$ cat src/rtl/svb_pkg.sv
package svb_pkg;
    parameter int ADDR_W = 32;
    parameter int DATA_W = 64;
    localparam int BE_W = DATA_W / 8;

    typedef struct packed {
        logic [ADDR_W-1:0] addr;
        logic [DATA_W-1:0] data;
        logic [BE_W-1:0]   be;
    } store_t;

    typedef enum logic [1:0] {
        FAULT_NONE     = 2'd0,
        FAULT_MISMATCH = 2'd1,
        FAULT_ORPHAN   = 2'd2
    } fault_e;

    typedef enum logic [1:0] {
        VERDICT_IDLE,
        VERDICT_RELEASE,
        VERDICT_MISMATCH,
        VERDICT_ORPHAN
    } verdict_e;

    // One bit per field that differs: {addr, data, be}
    function automatic logic [2:0] field_diff(input store_t a, input store_t b);
        field_diff = {a.addr != b.addr, a.data != b.data, a.be != b.be};
    endfunction
endpackage

$ cat src/rtl/svb_fifo.sv
module svb_fifo
    import svb_pkg::*;
#(
    parameter int DEPTH = 16,
    localparam int PTR_W = (DEPTH > 1) ? $clog2(DEPTH) : 1,
    localparam int CNT_W = $clog2(DEPTH + 1)
) (
    input  logic             clk,
    input  logic             rst,
    input  logic             flush,
    input  logic             push,
    input  store_t           push_item,
    input  logic             pop,
    output store_t           head,
    output logic             empty,
    output logic             full,
    output logic [CNT_W-1:0] occ
);
    store_t             slots [DEPTH];
    logic [DEPTH-1:0]   slot_we;
    logic [PTR_W-1:0]   wr_ptr;
    logic [PTR_W-1:0]   rd_ptr;

    function automatic logic [PTR_W-1:0] bump(input logic [PTR_W-1:0] p);
        bump = (p == PTR_W'(DEPTH - 1)) ? '0 : p + 1'b1;
    endfunction

    for (genvar g = 0; g < DEPTH; g++) begin : g_slot_we
        assign slot_we[g] = push && (wr_ptr == PTR_W'(g));
    end

    always_ff @(posedge clk) begin
        for (int i = 0; i < DEPTH; i++) begin
            if (slot_we[i]) slots[i] <= push_item;
        end
    end

    always_ff @(posedge clk) begin
        if (rst || flush) begin
            wr_ptr <= '0;
            rd_ptr <= '0;
            occ    <= '0;
        end else begin
            if (push) wr_ptr <= bump(wr_ptr);
            if (pop)  rd_ptr <= bump(rd_ptr);
            case ({push, pop})
                2'b10:   occ <= occ + 1'b1;
                2'b01:   occ <= occ - 1'b1;
                default: occ <= occ;
            endcase
        end
    end

    assign head  = slots[rd_ptr];
    assign empty = (occ == '0);
    assign full  = (occ == CNT_W'(DEPTH));
endmodule

$ cat src/rtl/svb_compare.sv
module svb_compare
    import svb_pkg::*;
(
    input  store_t   head,
    input  logic     head_present,
    input  logic     trail_valid,
    input  store_t   trail_item,
    input  logic     cache_ready,
    input  logic     halt,
    output logic     trail_ready,
    output logic     cache_valid,
    output verdict_e verdict
);
    logic agree;

    always_comb begin
        agree       = head_present && (field_diff(head, trail_item) == 3'b000);
        cache_valid = !halt && trail_valid && agree;
        // A disagreeing or orphan copy is absorbed at once; a match waits for the cache
        trail_ready = !halt && (!agree || cache_ready);
        verdict     = VERDICT_IDLE;
        if (trail_valid && trail_ready) begin
            if (!head_present) verdict = VERDICT_ORPHAN;
            else if (agree)    verdict = VERDICT_RELEASE;
            else               verdict = VERDICT_MISMATCH;
        end
    end
endmodule

$ cat src/rtl/svb_fault.sv
module svb_fault
    import svb_pkg::*;
(
    input  logic     clk,
    input  logic     rst,
    input  logic     recover,
    input  verdict_e verdict,
    output logic     err_flag,
    output fault_e   fault
);
    always_ff @(posedge clk) begin
        if (rst || recover) begin
            err_flag <= 1'b0;
            fault    <= FAULT_NONE;
        end else if (!err_flag) begin
            case (verdict)
                VERDICT_MISMATCH: begin
                    err_flag <= 1'b1;
                    fault    <= FAULT_MISMATCH;
                end
                VERDICT_ORPHAN: begin
                    err_flag <= 1'b1;
                    fault    <= FAULT_ORPHAN;
                end
                default: ;
            endcase
        end
    end
endmodule

$ cat src/rtl/store_verify_buffer.sv
module store_verify_buffer
    import svb_pkg::*;
#(
    parameter int DEPTH = 16,
    localparam int CNT_W = $clog2(DEPTH + 1)
) (
    input  logic              clk,
    input  logic              rst,
    input  logic              lead_valid,
    output logic              lead_ready,
    input  logic [ADDR_W-1:0] lead_addr,
    input  logic [DATA_W-1:0] lead_data,
    input  logic [BE_W-1:0]   lead_be,
    input  logic              trail_valid,
    output logic              trail_ready,
    input  logic [ADDR_W-1:0] trail_addr,
    input  logic [DATA_W-1:0] trail_data,
    input  logic [BE_W-1:0]   trail_be,
    output logic              cache_valid,
    input  logic              cache_ready,
    output logic [ADDR_W-1:0] cache_addr,
    output logic [DATA_W-1:0] cache_data,
    output logic [BE_W-1:0]   cache_be,
    input  logic              recover,
    output logic              err_flag,
    output logic [1:0]        fault_code
);
    store_t           lead_item;
    store_t           trail_item;
    store_t           head;
    logic             empty;
    logic             full;
    logic [CNT_W-1:0] occ;
    logic             push;
    logic             pop;
    logic             halt;
    verdict_e         verdict;
    fault_e           fault;

    assign lead_item  = '{addr: lead_addr,  data: lead_data,  be: lead_be};
    assign trail_item = '{addr: trail_addr, data: trail_data, be: trail_be};

    assign halt       = err_flag || recover;
    assign lead_ready = !full && !halt;
    assign push       = lead_valid && lead_ready;
    assign pop        = (verdict == VERDICT_RELEASE) || (verdict == VERDICT_MISMATCH);

    svb_fifo #(.DEPTH(DEPTH)) u_fifo (
        .clk       (clk),
        .rst       (rst),
        .flush     (recover),
        .push      (push),
        .push_item (lead_item),
        .pop       (pop),
        .head      (head),
        .empty     (empty),
        .full      (full),
        .occ       (occ)
    );

    svb_compare u_cmp (
        .head         (head),
        .head_present (!empty),
        .trail_valid  (trail_valid),
        .trail_item   (trail_item),
        .cache_ready  (cache_ready),
        .halt         (halt),
        .trail_ready  (trail_ready),
        .cache_valid  (cache_valid),
        .verdict      (verdict)
    );

    svb_fault u_fault (
        .clk      (clk),
        .rst      (rst),
        .recover  (recover),
        .verdict  (verdict),
        .err_flag (err_flag),
        .fault    (fault)
    );

    assign fault_code = fault;
    assign cache_addr = head.addr;
    assign cache_data = head.data;
    assign cache_be   = head.be;
endmodule

$ cat config.mk
export PLATFORM = sky130hd
export DESIGN_NAME = store_verify_buffer
export DESIGN_NICKNAME = d
export VERILOG_FILES = /design/src/rtl/svb_pkg.sv /design/src/rtl/svb_fifo.sv /design/src/rtl/svb_compare.sv /design/src/rtl/svb_fault.sv /design/src/rtl/store_verify_buffer.sv
export SDC_FILE = /design/constraint.sdc
export NUM_CORES = 1
export LEC_CHECK = 0
export ABC_AREA = 1
export BUFFER_PORTS_ARGS = -buffer_cell sky130_fd_sc_hd__buf_2
export CORE_MARGIN = 5
export CORE_UTILIZATION = 40
export CTS_BUF_LIST = sky130_fd_sc_hd__clkbuf_4
export DETAILED_ROUTE_END_ITERATION = 16
export PLACE_DENSITY_LB_ADDON = 0.3
export REMOVE_ABC_BUFFERS = 1
export SETUP_SLACK_MARGIN = 0.4
export SYNTH_ARGS = -nofsm -noshare
export SYNTH_HDL_FRONTEND = slang
export SYNTH_HIERARCHICAL = 1
export SYNTH_SLANG_ARGS = --single-unit
export TNS_END_PERCENT = 100
$ cat constraint.sdc
create_clock -name clk -period 15.7 [get_ports clk]
set_clock_uncertainty 0.1 [all_clocks]
set_input_delay 1.57 -clock clk [delete_from_list [all_inputs] [get_ports clk]]
set_output_delay 1.57 -clock clk [all_outputs]
set_load 0.05 [all_outputs]
==> impl_results.md, run 1 <==
- Outcome: completed
- Area Growth Syn to Fin: 12.13%
- Worst-Skew Late Latency: 1.31 ns
- Post-CTS Hold Buffers: 0
- First-pass GRT wire length: 274100 microns
- Row count: 153
- CTS HTree Levels: 5
- IO Port Bufs: 323
- Max cap viols: 0
- Setup Crit Path Kind: reg2out
- Largest family of logic cells by synthesized area: compound AO/OA/AOI/OAI gates
- Crit path largest cell delay: 0.94 ns
- HPWL after DPL: 94480 microns
- Wirelength per Cell: 21.23 microns
- Crit path DAT: 7.58 ns
- DRT Wirelength: 187000 microns
- CTS Buf Count: 436
- Core area: 174200 sq um
- Final Non-Filler Cells: 8808
- Layout Utilization: 45.15%
- Iter 0 DRT Violations: 3874
- Final hold vios: 0
- Minimum clock period: 9.246 ns
- Post-Synth XOR/XNOR Area: 0.9864%
- Synth Area in Adders: 0.1605%
- Initial Util: 40.27%
- Clock root cell: clkbuf_4
- Average size of a mapped cell: 12.25 sq um
- RSZ-0062 raised after global routing: no
- Simple-Gate Fraction of Synth Area: 8.764%
- Chip width: 428.8 microns
- Layout cell share with drive strength beyond 1: 16.15%
- DP Worst Slack: 7.771 ns
- DRC Markers: 0
- Vias after detailed routing: 44980
- Number of global-route vias before repair: 43280
- Mux contribution to synthesized area: 0%
- Peak VDD IR: 0.07592 mV
- Antenna Nets Post-Route: 0
- Final Max Slew Viols: 0
- Max Buffers Root-to-Sink: 4
- Worst-path clk slew: 0.07 ns
- Slowest-stage cell, CP: buf_4
- Final GP Congestion: 0.7830
- CP max FO: 208
- Total GRT Usage: 19.81%
- I/O pin count: 324
- Post-route clock period utilization: 58.89%
- Post-synthesis cell type count: 28
- Final setup fails: 0
- Syn Inst Count: 5727
- Pleak: 0.02844 uW
- Syn Std Cell Area: 70140 sq um
- Commonest non-fill, non-tap cell in the layout: edfxtp_1
- Total grt overflow: 0
- DR pass1 iterations: 6
- Final Net Count: 6425
- Worst endpoint required time: 14.03 ns
- Sinks on the clock net: 1684
- Fmax: 0.1082 GHz
- Power Dens Cells: 119.0 nW/um^2
- HP Class: reg2reg
- CTS resizes: 0
- DIE AREA: 183800 sq um
- Post-synthesis compound-gate area fraction: 10.56%
- Crit-path cells: buf_12, buf_4, buf_4, nand2_1, o211ai_1, nand3_1, nand3_1, nand2_1, xor2_1, nor2_1, nand2_1, nor2_1, nand2_1, nor2_1, nand3_1, nor2_1, buf_2
- Post-detailed-route via-to-cell ratio: 5.107
- Most frequent cells in the layout: edfxtp_1, inv_1, nand2_1, nand3_1, clkbuf_4
- CTS tree: yes
- Placed insts: 8089
- Die Ht: 428.8 microns
- Warnings, synthesis: 6
- Worst Slack Setup Final: 6.454 ns
- Initial antenna violation count: 40
- Largest net degree at the start of global routing: 249
- CP Launch Type: register
- Worst-Margin Slew: 1.180 ns
- Synth Register Bits: 1684
- Sequential-to-total area share from yosys stat: 71.81%
- Total of fill cells in the finished design: 16030
- Crit end category: primary output
- Slew HR: 21.30%
- Post-CTS Setup Bufs: 0
sequential cells by signal, indices dropped and copies added, names as in the netlist, named ones only:
signal	count
u_fifo/occ	5
u_fault/fault	2
u_fault/err_flag	1
u_fifo/wr_ptr	4
u_fifo/rd_ptr	4
u_fifo/slots	1664
layer usage:
layer,vias to the layer above,GRT usage [%],routed length [microns]
met5,-,0,69
met4,10,10.43,8881
met3,370,4.023,11450
met2,1479,32.22,90150
met1,21750,25.11,76460
li1,21370,-,-
metrics by stage:
stage / total power [uW] / setup TNS (ns) / hold WS (ns) / cell area, sq um
2_1_floorplan: 5901 / -1817.16 / 0.3638 / 68180
3_3_place_gp: 5896 / 0 / 0.3627 / 73500
3_5_place_dp: 5908 / 0 / 0.3614 / 73500
4_1_cts: 9486 / 0 / 0.2346 / 78610
5_1_grt: 9796 / 0 / 0.3334 / 78630
6_report: 9357 / 0 / 0.3763 / 78660
cell type report:
cell class	instances	area [sq um]	area share (%)
Antenna cell	20	50.05	0.06363
Clock buffer	613	4602	5.851
Clock inverter	86	500.5	0.6363
Inverter	921	3470	4.411
Multi-Input combinational cell	2776	14470	18.40
Sequential cell	1684	50380	64.06
Tap cell	2325	2909	3.698
Timing Repair Buffer	383	2267	2.882
cells in the mapped netlist:
library cell     n  area, sq um
inv_2            2        7.510
nand3_1        637         3188
buf_8            1        15.01
edfxtp_1      1664        49970
xnor2_1         54        473.0
dfxtp_1         20        400.4
inv_1          919         3450
buf_6           61        686.9
buf_1           34        127.6
a21oi_2          2        17.52
clkbuf_1       145        544.3
nor2_2           4        25.02
o21ai_0        213         1066
a21oi_1        427         2137
a211oi_1         1        7.510
ha_1             9        112.6
nor3_1           4        20.02
nor2_1          86        322.8
o211ai_1       416         3123
buf_4           25        187.7
nand4_1          1        6.260
o21bai_1         1        7.510
xor2_1          25        219.0
nand2_2          1        6.260
nand2_1        685         2571
or4_1            1        7.510
buf_2           80        400.4
o21ai_1        209         1046
path summary, 6_finish.rpt:
path / cells past startpoint / endpoint / start / slack, ns
min: 2 / u_fault/fault[1] / u_fault/fault[1] / 0.38
min reg2reg: 2 / u_fault/fault[1] / u_fault/fault[1] / 0.38
max reg2reg: 28 / u_fifo/occ[4] / register / 7.63
max: 17 / cache_valid / register / 6.45
where the power goes:
group,switching [uW],internal [uW],total [uW]
Sequential,15.9,4960,4980
Combinational,610,217,827
Clock,1690,1870,3550
worst max-delay path: cells and delay by family, from the launching register on:
kind / cells / cell delay [ns]
AO/OA/AOI/OAI: 1 / 0.13
AND/OR/NAND/NOR: 11 / 2.02
buffers and inverters: 4 / 2.78
flip-flops: 1 / 0.91
XOR/XNOR: 1 / 0.15
cell families after synthesis:
| group | Yosys count |
|---|---|
| xor+xnor | 79 |
| buf+inv | 1267 |
| compound gates | 1269 |
| flops | 1684 |
| fa+ha+maj | 9 |
| simple gates | 1419 |
Power figures use the tool's default switching activity.
==> inputs of run 2 (changes only) <==
--- a/config.mk
+++ b/config.mk
@@ -5,7 +5,7 @@
 export SDC_FILE = /design/constraint.sdc
 export NUM_CORES = 1
 export LEC_CHECK = 0
-export ABC_AREA = 1
+export ABC_AREA = 0
 export BUFFER_PORTS_ARGS = -buffer_cell sky130_fd_sc_hd__buf_2
 export CORE_MARGIN = 5
 export CORE_UTILIZATION = 40
==> constraint.sdc (replaced) <==
create_clock -name clk -period 9.4 [get_ports clk]
set_clock_uncertainty 0.1 [all_clocks]
set_input_delay 0.94 -clock clk [delete_from_list [all_inputs] [get_ports clk]]
set_output_delay 0.94 -clock clk [all_outputs]
set_load 0.05 [all_outputs]
==> run 2 against run 1 <==
Effect of this change: register-to-register slack got worse by 5.9 ns; largest power group unchanged; die area fell by 7.9%; non-clock buffer count rose by 113; critical endpoint unchanged.
==> impl_results.md, run 2 <==
- Synth Flop Type: edfxtp_1
- Die Ht: 411.6 microns
- Top cells by area in the synthesized netlist: edfxtp_1, mux4_2, a22oi_1, xnor2_1, xor2_1
- HP Class: in2reg
- Number of synthesized flops with an enable pin: 1664
- Count leader, synth: edfxtp_1
- Slew HR: 20.68%
- Finished Cell Area: 75190 sq um
- Max Buffers Root-to-Sink: 4
- Layout Utilization: 46.88%
- Outcome: completed
- Final Net Count: 3846
- DIE AREA: 169400 sq um
- CP max FO: 40
- Area leader, netlist: edfxtp_1
- Worst-case hold slack: 0.1859 ns
- Post-synthesis cell type count: 52
- Flop-to-flop setup slack: 1.78 ns
- Post-detailed-route via-to-cell ratio: 5.443
- RSZ-0062 raised after global routing: no
- Final GP Congestion: 0.7619
- Worst endpoint required time: 8.36 ns
- Largest register FFs: 1664
- Crit end category: primary output
- Sinks on the clock net: 1684
- DP Area: 68860 sq um
- DRC Markers: 0
- Vias after detailed routing: 33240
- Post-CTS Setup Bufs: 0
- CP Launch Type: register
- Peak VDD IR: 0.09999 mV
- Average size of a mapped cell: 22.75 sq um
- Fmax: 0.1199 GHz
- IO Port Bufs: 323
- DRT Wirelength: 168000 microns
- Worst-Skew Late Latency: 1.29 ns
- Pleak: 0.02414 uW
- CTS Buf Count: 433
- Layout cell share with drive strength beyond 1: 37.99%
- Sequential-to-total area share from yosys stat: 78.08%
- Worst r2r dst: u_fifo/occ[2]
- Warnings, synthesis: 6
- Final setup fails: 0
- Crit path DAT: 7.30 ns
- I/O pin count: 324
- Most flop-heavy register: u_fifo/slots
- Initial antenna violation count: 22
- Worst hold path startpoint: trail_valid
- Worst hold path depth: 4
- Max cap viols: 0
- Number of global-route vias before repair: 34680
- CTS HTree Levels: 5
- Worst Hold Path EP: u_fault/err_flag
- HPWL after DPL: 92430 microns
- Synth Register Bits: 1684
- Row count: 147
- Post-synth top cells: edfxtp_1, mux4_2, a22oi_1
- Yosys top cell area share: 77.46%
- Final Max Slew Viols: 0
- Fraction of registers with async set/reset: 0%
- Clock root cell: clkbuf_4
- DR pass1 iterations: 7
- Commonest non-fill, non-tap cell in the layout: edfxtp_1
- Minimum clock period: 8.340 ns
- Most frequent cells in the layout: edfxtp_1, clkbuf_4, mux4_2, buf_2, a22oi_1
- R2R depth: 17
- First-pass GRT wire length: 240600 microns
- Initial Util: 40.22%
- Largest net degree at the start of global routing: 103
- Final hold vios: 0
- Total grt overflow: 0
- Setup TNS: 0 ns
- Core area: 160400 sq um
- Biggest regs: u_fifo/slots x1664, u_fifo/occ x5
- Worst-path clk slew: 0.07 ns
- Syn Std Cell Area: 64510 sq um
- Iter 0 DRT Violations: 2609
- Setup Crit Path Kind: reg2out
- Post-route clock period utilization: 88.73%
- Antenna Nets Post-Route: 0
- Wirelength per Cell: 27.51 microns
- Area Growth Syn to Fin: 16.57%
- Worst-Margin Slew: 1.179 ns
- CTS tree: yes
- Total GRT Usage: 19.74%
- Syn Inst Count: 2835
- Chip width: 411.6 microns
- Power Dens Cells: 201.3 nW/um^2
## run 2: changes by cell type after synthesis, moves of 45 or more
cell,previous run,this run
clkbuf_1,145,66
o21ai_1,209,1
o21ai_0,213,3
o211ai_1,416,0
inv_1,919,7
a22oi_1,0,208
nand3_1,637,5
nor2_1,86,13
nand2_1,685,110
buf_2,80,35
buf_6,61,6
mux4_2,0,416
a21oi_1,427,7
## run 2: area by class of cell
| class | count | area (sq um) |
|---|---|---|
| Fill cell | 13630 | 85190 |
| Timing Repair Buffer | 496 | 3323 |
| Tap cell | 2160 | 2703 |
| Sequential cell | 1684 | 50380 |
| Inverter | 8 | 30.03 |
| Clock inverter | 127 | 595.6 |
| Multi-Input combinational cell | 1000 | 13510 |
| Clock buffer | 615 | 4617 |
| Antenna cell | 16 | 40.04 |
## run 2: through the flow
| step | std cells | power [uW] | setup WS, ns |
|---|---|---|---|
| 3_3_place_gp | 5240 | 9364 | 1.624 |
| 2_1_floorplan | 2692 | 9214 | -12.17 |
| 4_1_cts | 6090 | 15340 | 0.5653 |
| 6_report | 6106 | 15140 | 1.060 |
| 3_5_place_dp | 5240 | 9374 | 1.550 |
| 5_1_grt | 6095 | 15840 | 0.5282 |
## run 2: power breakdown
part	internal [uW]	total, uW	switching (uW)
logic	337	938	601
clock network	3080	5900	2820
registers	8280	8300	19.8
total	11700	15100	3440
## run 2: how the worst max path moves through the flow
stage	from	end	slack (ns)
after floorplan	register	u_fifo/occ[2]	-12.17
after global placement	register	u_fifo/occ[2]	1.62
after detailed placement	register	u_fifo/occ[2]	1.55
after CTS	register	cache_valid	0.57
after global routing	register	cache_valid	0.53
final	register	cache_valid	1.06
## run 2: layer usage
layer	vias up	track usage, %	routed length (microns)
met5	-	0	48
met2	1421	31.65	81590
li1	13980	-	-
met3	209	5.210	13740
met4	8	5.094	2633
met1	17610	27.08	69970
## run 2: worst max-delay path, cell delays in order, from the launching register on
cell	delay [ns]
dfxtp_4	0.96
buf_4	0.61
mux4_2	0.58
a22oi_1	0.23
nand2_1	0.17
xnor2_1	0.18
nand4_1	0.56
nor4_1	1.17
nand4_1	0.61
nor4_2	0.56
buf_2	0.35
## run 2: kinds of logic (layout without fill, tap and decap cells)
logic type               Yosys count  in the layout  synth area share, %
buffers and inverters            151           1246                1.133
AND/OR/NAND/NOR                  228            228                1.845
other                              0             16                    0
flip-flops                      1684           1684                78.08
XOR/XNOR                         110            110                1.494
adder cells (fa/ha/maj)            9              9               0.1746
AO/OA/AOI/OAI                    232            232                2.667
multiplexers                     421            421                14.60
## run 2: repair_timing
item | in CTS | in global routing
endpoints found under the setup margin | 0 | 0
hold endpoints to repair | 1671 | 0
hold buffers | 108 | 0
gates resized for setup | 0 | 0
